<file path="config.mk">
export PLATFORM = sky130hd
export DESIGN_NAME = hcfg_port
export DESIGN_NICKNAME = d
export VERILOG_FILES = /design/src/rtl/hcfg_pkg.sv /design/src/rtl/hcfg_sync.sv /design/src/rtl/hcfg_strobe.sv /design/src/rtl/hcfg_regs.sv /design/src/rtl/hcfg_port.sv
export SDC_FILE = /design/constraint.sdc
export NUM_CORES = 1
export LEC_CHECK = 0
export BUFFER_PORTS_ARGS = -buffer_cell sky130_fd_sc_hd__buf_2
export CAP_MARGIN = 0
export CORE_ASPECT_RATIO = 0.8
export CORE_MARGIN = 4
export CORE_UTILIZATION = 45
export CTS_CLUSTER_SIZE = 16
export DETAILED_ROUTE_END_ITERATION = 10
export PLACE_DENSITY_LB_ADDON = 0.08
export SLEW_MARGIN = 10
export SYNTH_ARGS = -nofsm -noshare
export SYNTH_HDL_FRONTEND = slang
export SYNTH_SLANG_ARGS = --single-unit
export TNS_END_PERCENT = 1
</file>
<file path="constraint.sdc">
create_clock -name clk -period 2.2 [get_ports clk]
set_input_delay 0.11 -clock clk [delete_from_list [all_inputs] [get_ports clk]]
set_output_delay 0.11 -clock clk [all_outputs]
set_load 0.01 [all_outputs]
</file>
<file path="src/rtl/hcfg_pkg.sv">
package hcfg_pkg;

    // Width of the shared address/data lines.
    localparam int BUS_W = 7;

    typedef logic [BUS_W-1:0] bus_t;

    // Host pins as one bundle so they share a synchronizer.
    typedef struct packed {
        logic en;
        logic ale;
        logic wr_n;
        logic cs;
        bus_t ad;
    } host_pins_t;

    // Idle bus: strobes inactive, write strobe high.
    localparam host_pins_t PINS_IDLE = '{en: 1'b0, ale: 1'b0, wr_n: 1'b1, cs: 1'b0, ad: '0};

    // One-cycle commit request towards the register bank.
    typedef struct packed {
        logic vld;
        bus_t addr;
        bus_t data;
    } wr_req_t;

    localparam wr_req_t REQ_NONE = '{vld: 1'b0, addr: '0, data: '0};

    function automatic logic fell_edge(input logic prev, input logic cur);
        return prev & ~cur;
    endfunction

    function automatic logic rose_edge(input logic prev, input logic cur);
        return ~prev & cur;
    endfunction

endpackage

</file>
<file path="src/rtl/hcfg_sync.sv">
module hcfg_sync #(
    parameter int          W       = 1,
    parameter int          STAGES  = 2,
    parameter logic [W-1:0] RST_VAL = '0
) (
    input  logic         clk,
    input  logic         rst,
    input  logic [W-1:0] d_i,
    output logic [W-1:0] q_o
);

    logic [W-1:0] stage_q [STAGES];

    // Flop chain; stage 0 samples the asynchronous pins.
    for (genvar g = 0; g < STAGES; g++) begin : g_stage
        if (g == 0) begin : g_first
            always_ff @(posedge clk) begin
                if (rst) stage_q[g] <= RST_VAL;
                else     stage_q[g] <= d_i;
            end
        end else begin : g_next
            always_ff @(posedge clk) begin
                if (rst) stage_q[g] <= RST_VAL;
                else     stage_q[g] <= stage_q[g-1];
            end
        end
    end

    assign q_o = stage_q[STAGES-1];

endmodule

</file>
<file path="src/rtl/hcfg_strobe.sv">
module hcfg_strobe
    import hcfg_pkg::*;
(
    input  logic       clk,
    input  logic       rst,
    input  host_pins_t pins_i,
    output wr_req_t    req_o
);

    // Previous synchronized strobe levels, for edge detection.
    logic    ale_prev_q;
    logic    wrn_prev_q;
    bus_t    addr_q;
    logic    addr_vld_q;
    wr_req_t req_q;

    logic ale_fall;
    logic wr_rise;
    logic wr_accept;

    always_comb begin
        ale_fall  = fell_edge(ale_prev_q, pins_i.ale);
        wr_rise   = rose_edge(wrn_prev_q, pins_i.wr_n);
        wr_accept = pins_i.en && wr_rise && pins_i.cs && addr_vld_q;
    end

    always_ff @(posedge clk) begin
        if (rst) begin
            ale_prev_q <= PINS_IDLE.ale;
            wrn_prev_q <= PINS_IDLE.wr_n;
            addr_q     <= '0;
            addr_vld_q <= 1'b0;
            req_q      <= REQ_NONE;
        end else begin
            ale_prev_q <= pins_i.ale;
            wrn_prev_q <= pins_i.wr_n;
            req_q      <= REQ_NONE;
            if (!pins_i.en) begin
                // Port disabled: drop any pending address.
                addr_vld_q <= 1'b0;
            end else begin
                if (wr_rise) begin
                    // Every write strobe consumes the captured address.
                    addr_vld_q <= 1'b0;
                    if (wr_accept) begin
                        req_q <= '{vld: 1'b1, addr: addr_q, data: pins_i.ad};
                    end
                end
                if (ale_fall) begin
                    addr_q     <= pins_i.ad;
                    addr_vld_q <= 1'b1;
                end
            end
        end
    end

    assign req_o = req_q;

    assert_commit_next_R3: assert property (@(posedge clk) disable iff (rst)
        (pins_i.en && wr_rise && pins_i.cs && addr_vld_q) |=> req_q.vld);

    assert_cs_gate_R4: assert property (@(posedge clk) disable iff (rst)
        (wr_rise && !pins_i.cs) |=> !req_q.vld);

    assert_disabled_R5: assert property (@(posedge clk) disable iff (rst)
        (!pins_i.en) |=> (!addr_vld_q && !req_q.vld));

    assert_need_addr_R7: assert property (@(posedge clk) disable iff (rst)
        (wr_rise && !addr_vld_q) |=> !req_q.vld);

endmodule

</file>
<file path="src/rtl/hcfg_regs.sv">
module hcfg_regs
    import hcfg_pkg::*;
#(
    parameter int NREG = 16
) (
    input  logic                       clk,
    input  logic                       rst,
    input  wr_req_t                    req_i,
    output logic [NREG-1:0][BUS_W-1:0] regs_o
);

    logic [NREG-1:0][BUS_W-1:0] regs_q;
    logic [NREG-1:0]            we;
    logic                       rst_seen_q;

    for (genvar i = 0; i < NREG; i++) begin : g_reg
        assign we[i] = req_i.vld && (req_i.addr == BUS_W'(i));

        always_ff @(posedge clk) begin
            if (rst)        regs_q[i] <= '0;
            else if (we[i]) regs_q[i] <= req_i.data;
        end
    end

    always_ff @(posedge clk) rst_seen_q <= rst;

    assign regs_o = regs_q;

    assert_reset_zero_R1: assert property (@(posedge clk)
        rst_seen_q |-> (regs_q == '0));

    assert_oob_ignored_R6: assert property (@(posedge clk) disable iff (rst)
        (req_i.vld && (int'(req_i.addr) >= NREG)) |=> $stable(regs_q));

    assert_one_target_R8: assert property (@(posedge clk) disable iff (rst)
        $onehot0(we));

endmodule

</file>
<file path="src/rtl/hcfg_port.sv">
module hcfg_port
    import hcfg_pkg::*;
#(
    parameter int NREG        = 16,
    parameter int SYNC_STAGES = 2
) (
    input  logic                  clk,
    input  logic                  rst,
    input  logic                  host_en,
    input  logic                  ale,
    input  logic                  wr_n,
    input  logic                  cs,
    input  logic [BUS_W-1:0]      ad,
    output logic [NREG*BUS_W-1:0] cfg_o
);

    localparam int PINS_W = $bits(host_pins_t);

    host_pins_t                 pins_raw;
    host_pins_t                 pins_sync;
    logic [PINS_W-1:0]          pins_sync_vec;
    wr_req_t                    req;
    logic [NREG-1:0][BUS_W-1:0] regs;

    assign pins_raw = '{en: host_en, ale: ale, wr_n: wr_n, cs: cs, ad: ad};

    hcfg_sync #(
        .W       (PINS_W),
        .STAGES  (SYNC_STAGES),
        .RST_VAL (PINS_IDLE)
    ) u_sync (
        .clk (clk),
        .rst (rst),
        .d_i (pins_raw),
        .q_o (pins_sync_vec)
    );

    assign pins_sync = pins_sync_vec;

    hcfg_strobe u_strobe (
        .clk    (clk),
        .rst    (rst),
        .pins_i (pins_sync),
        .req_o  (req)
    );

    hcfg_regs #(
        .NREG (NREG)
    ) u_regs (
        .clk    (clk),
        .rst    (rst),
        .req_i  (req),
        .regs_o (regs)
    );

    assign cfg_o = regs;

endmodule

</file>
[After elaboration in Yosys (flattened, before gate mapping)]
Memories as Yosys holds them, arrays and structs flattened.
Index checks and enable logic that the tools add are counted.
Word-level totals
  bits in registers: 137
  latch bits: 0
  memory bits (writable): 22
  memory bits (read-only): 0
  bits of input ports: 13
  output and inout bits: 112
  logic and storage cells: 81
  memories kept: 1
Operators by class
  add/sub/neg operators: 0
  $mul: 0
  div/mod/pow operators: 0
  order comparisons: 0
  eq/ne operators: 15
  shift operators: 0
  multiplexer cells: 8
  bitwise logic cells: 9
  reductions and logical operators: 25
Memory list
  u_sync.stage_q: words 2, bits a word 11, rd ports 2, clocked after Yosys merged registers in 0, write ports 2, line hcfg_sync.sv:12  | logic [W-1:0] stage_q [STAGES];
Operator list (count)
  $eq A7 B4 Y1 const B: 8
  $eq A7 B3 Y1 const B: 4
  $mux W11: 2
  $logic_and A1 B1 Y1: 19
  $mux W15: 1
  $eq A7 B2 Y1 const B: 2
  $eq A7 B1 Y1 const B: 1
  $logic_not A7 Y1: 1
  $mux W1: 5
  $not A1 Y1: 5
  $reduce_or A4 Y1: 1
  $reduce_or A3 Y1: 1
  $and A1 B1 Y1: 2
  $or A1 B1 Y1: 2
  $reduce_and A2 Y1: 1
  $reduce_bool A2 Y1: 1
  $reduce_or A2 Y1: 1

[Logic depth before layout (Yosys ltp)]
  word-level depth: 7
  mapped depth: 6
  depth with buffers taken out: 3

[Hierarchy]
A second synthesis with hierarchy kept.
Unflattened totals
  cells, all modules: 521
  area, all modules: 5889.4 um^2
Modules (own cells, without submodules)
  hcfg_regs: instances 1, cells an instance 403, area each 4543.1 um^2, sequential area each 2242.2 um^2
  hcfg_strobe: instances 1, cells an instance 72, area each 752.0 um^2, sequential area each 500.5 um^2
  hcfg_sync: instances 1, cells an instance 46, area each 594.3 um^2, sequential area each 440.4 um^2

[Least setup slack after synthesis]
OpenSTA, ideal clock, no wires.
  kind: register to register
  start point: register u_strobe.req_q (netlist bit u_strobe.req_o[12])
  end point: register u_regs.regs_q (netlist bit u_regs.regs_o[10])
  setup time: 132 ps
  data arrival time: 1291 ps
  required time: 2068 ps
  slack: 777 ps
  stages on the path, launching flop included: 5
  buffers on the path: 1
  period minus slack after synthesis: 1423 ps
  cell sequence: dfxtp_1 > nor4b_4 > buf_8 > nand3_2 > mux2i_1
On the way
  cells in the longest elaborated chain, start to end: 2
RTL lines
  from (decl): line hcfg_strobe.sv:15  | wr_req_t req_q;
  from (signal assigned): line hcfg_strobe.sv:46  | req_q <= '{vld: 1'b1, addr: addr_q, data: pins_i.ad};
  $eq A7 B1 Y1: line hcfg_regs.sv:17  | assign we[i] = req_i.vld && (req_i.addr == BUS_W'(i));
  $logic_and A1 B1 Y1: line hcfg_regs.sv:17
  to (signal, indexed assignment): line hcfg_regs.sv:21  | else if (we[i]) regs_q[i] <= req_i.data;
  to (decl): line hcfg_regs.sv:12  | logic [NREG-1:0][BUS_W-1:0] regs_q;
No other way between the ends.
A chain may end at the register's enable or synchronous reset.

[Worst setup path in the final report]
  start point: register u_strobe.req_q (netlist bit u_strobe.req_o[12])
  end point: register u_regs.regs_q (netlist bit u_regs.regs_o[14])
On the way
  cells in the longest elaborated chain, start to end: 2
RTL lines (line)
  $eq A7 B2 Y1: hcfg_regs.sv:17
  $logic_and A1 B1 Y1: hcfg_regs.sv:17
No other way between the ends.

==> metrics.md <==
| Metric | Value |
|---|---|
| Die Y-Extent | `110 um` |
| Area added between synthesis and finish | `24.2%` |
| Total congestion overflow after global routing | `0` |
| Worst hold stages | `2` |
| Maximum buffer depth of the clock tree | `2` |
| X dimension of the die | `136 um` |
| Clock buffers created by TritonCTS | `17` |
| Non-filler instance count after layout | `821` |
| Fmax | `527 MHz` |
| Cell with the largest stage delay on the worst path | `sky130_fd_sc_hd__nor4b_4` |
| Antenna violations before repair | `0` |
| Total cell area at the placement stage | `6650 sq um` |
| Part of the power in registers | `0.522` |
| Number of buffer cells added on primary ports | `124` |
| Slew HR | `0.491` |
| Power density over the cells | `765 nW/um^2` |
| Switching part of the total | `0.198` |
| Setup TNS after final layout | `0 ps` |
| Post-route fraction of the period consumed by the critical path | `0.862` |
| Cell type contributing the most total cell area after synthesis | `sky130_fd_sc_hd__dfxtp_1` |
| Net switching power of the design | `approximately 1.1 mW` |
| Slowest cell delay on critical path | `590 ps` |
| Maximum fanout along the worst path | `10` |
| Final Max Tran Viols | `0` |
| CTS clock-pin slew for the worst setup and hold paths | `~60 ps` |
| Setup-failing EPs final | `0` |
| Top_reg_cell synth | `sky130_fd_sc_hd__dfxtp_1` |
| Startpoint type of the worst setup path | `flip-flop` |
| Synthesized area divided by synthesized cell count | `11.4 sq um` |
| Endpoint of the worst register-to-register path | `u_regs.regs_o[14]` |
| Top cells by area in the synthesized netlist | `sky130_fd_sc_hd__dfxtp_1 54%, sky130_fd_sc_hd__mux2i_1 20%, sky130_fd_sc_hd__nand2b_1 13%` |
| Cell internal power dissipation | `4.46 mW` |
| Synthesized net count | `527` |
| Cells after Synth | `514` |
| Register-to-Register Setup Slack | `300 ps` |
| Critical path data arrival time | `2210 ps` |
| Total standard cell area after synthesis | `between 5000 and 6000 sq um` |
| CP required | `between 2000 and 3000 ps` |
| Leading cell type in the layout, fill and taps excluded | `sky130_fd_sc_hd__dfxtp_1` |
| Setup repair after global routing missed its margin | `no` |
| Dpl cells | `782` |
| TritonCTS clock tree | `built` |
| Endpoint of the worst hold path | `u_strobe.addr_q[3]` |
| Clock power frac | `0.459` |
| Number of setup buffers added after CTS | `0` |
| All-Layer GR Usage | `0.177` |
| Reported max-cap violation count | `0` |
| Clock root buffer | `sky130_fd_sc_hd__clkbuf_16` |
| Number of global-route vias before repair | `~3900` |
| Transition time of the tightest slew-check pin | `761 ps` |
| Clk sinks | `159` |
| Worst Reg-to-Reg Cells | `3` |
| Die footprint | `14900 sq um` |
| Initial cell density of the core | `0.471` |
| Number of design rule violations left after detail routing | `0` |
| Kind of end point of the critical path | `flip-flop` |
| Wirelength per Cell | `15.9 um` |
| Number of buffers and inverters on the critical path | `0` |
| Post-Route Skew | `about 6.2 ps` |
| Sequential fraction of the synthesis area | `0.544` |
| 1st-pass router iterations | `4` |
| Routed vias | `3829` |
| Clock Latency Late Sink | `400 ps` |
| Synth top area share | `0.544` |
| Synth warn | `0` |
| Commonest cells after routing, fill and taps aside | `159 x sky130_fd_sc_hd__dfxtp_1, 123 x sky130_fd_sc_hd__buf_2, 120 x sky130_fd_sc_hd__nand2b_1` |
| Std cell rows | `36` |
| Fraction of layout cells with a size suffix above 1 | `0.282` |
| Detail Placement HPWL | `8860 um` |
| Via density per instance | `4.66` |
| Cell family with most CP delay | `simple AND/OR/NAND/NOR gates` |
| Min cycle time layout | `1900 ps` |
| Global placement routability congestion | `0.743` |
| Cell-by-cell trace of the critical path | `nor4b_4 -> nand4b_1 -> mux2i_1` |
| Htree depth | `4` |
| Yosys reg bits | `159` |
| Worst min path class | `in2reg` |
| FF-to-FF Start | `u_strobe.req_o[12]` |
| Antenna violation net count after detailed routing | `0` |
| Number of I/O pins | `125` |
| Number of distinct library cells after synthesis | `21` |
| Placeable core region | `roughly 12000 sq um` |
| Design Area, Final | `7270 sq um` |
| Maximum number of pins on one net before global-route repair | `59` |
| Async set-or-reset flop fraction in the synthesized netlist | `0` |
| Diodes inserted | `0` |
| Critical path class | `reg2reg` |
| Number of flops mapped to enable cells by yosys | `0` |
| Final hold violation count | `0` |
| Wire length of the first global-routing pass | `20500 um` |
| Total Routed Length | `13000 um` |
| Combinational power share | `0.019` |
| VDD IR max | `around 0.69 mV` |
| Hold Startpoint | `rst` |
| Result of the run | `finished clean` |
| Standby leakage power | `3.79 nW` |
| Number of DRC markers after the initial detailed-route iteration | `207` |
| Final net count | `about 650` |
[sequential cells by signal, summed over array words and instances, names as in the netlist]
register and cells:
u_regs.regs_o 112, u_sync.stage_q 22, u_strobe.req_o 15, u_strobe.addr_q 7, u_strobe.addr_vld_q 1, u_strobe.ale_prev_q 1
u_strobe.wrn_prev_q 1
[per-layer routing]
layer / GRT usage / share of wire
met4: 0.0446 / 0.0052
met2: 0.284 / 0.45
met1: 0.237 / 0.49
met3: 0.0526 / 0.059
met5: 0 / 0
[cells by family (layout without fill, tap and decap cells)]
kind of cell,count (synthesis),after routing,synth area share
mux,119,119,0.203
flops,159,159,0.544
buf+inv,43,179,0.0325
simple gates,192,192,0.219
compound gates,1,1,0.000854
[cell usage after synthesis, types with 2 or more instances]
library cell               count
sky130_fd_sc_hd__nor2b_1      24
sky130_fd_sc_hd__and2_1       14
sky130_fd_sc_hd__or2_2         3
sky130_fd_sc_hd__clkbuf_1     32
sky130_fd_sc_hd__nand3_2       7
sky130_fd_sc_hd__dfxtp_1     159
sky130_fd_sc_hd__nand4_4       3
sky130_fd_sc_hd__nand2b_1    120
sky130_fd_sc_hd__mux2i_1     119
sky130_fd_sc_hd__nor2_1       10
sky130_fd_sc_hd__buf_2         8
sky130_fd_sc_hd__buf_4         2
sky130_fd_sc_hd__nand4b_1      5
[power by group through the flow]
stage          Sequential (mW)  Clock (mW)  Combinational, mW
2_1_floorplan             2.97           0             0.0718
3_3_place_gp              2.97           0             0.0906
3_5_place_dp              2.97           0             0.0922
4_1_cts                   2.91        2.62              0.107
5_1_grt                   2.91        2.73              0.116
6_report                  2.91        2.55              0.106
[worst max-delay path by stage]
| stage | startpoint | to | slack [ps] | cells past startpoint |
|---|---|---|---|---|
| floorplan | u_strobe.req_o[12] | u_regs.regs_o[10] | 780 | 4 |
| global placement | u_strobe.req_o[12] | u_regs.regs_o[71] | 440 | 3 |
| detailed placement | u_strobe.req_o[12] | u_regs.regs_o[14] | 340 | 3 |
| CTS | u_strobe.req_o[12] | u_regs.regs_o[14] | 310 | 3 |
| global route | u_strobe.req_o[12] | u_regs.regs_o[14] | 130 | 3 |
| finish | u_strobe.req_o[12] | u_regs.regs_o[14] | 300 | 3 |
[through the flow]
| stage | hold slack (ps) | setup slack (ps) | utilization | total power, mW |
|---|---|---|---|---|
| finish | 152 | 303 | 0.585 | 5.56 |
| floorplan | 214 | 777 | - | 3.04 |
| detailed placement | 299 | 343 | 0.535 | 3.06 |
| global route | 172 | 129 | 0.585 | 5.75 |
| CTS | 131 | 314 | 0.585 | 5.64 |
| global placement | 292 | 438 | 0.535 | 3.06 |
[worst register-to-register path, delay by kind of cell (launching register included)]
family / cells / cell delay, ps
flip-flops: 1 / 320
AND/OR/NAND/NOR: 2 / 1150
multiplexers: 1 / 340
[cell type report]
cell class / instances / area, sq um
clock inverters: 7 / 41.3
fillers: 1099 / 5160
well taps: 171 / 214
repair buffers: 151 / 878
clock buffers: 21 / 470
multi-input cells: 312 / 2480
flip-flops and latches: 159 / 3180
[repair_timing]
action	4_1_cts	5_1_grt
endpoints found under the hold margin	11	0
gates resized for setup	0	0
hold buffers	11	0
Power figures use the tool's default switching activity.
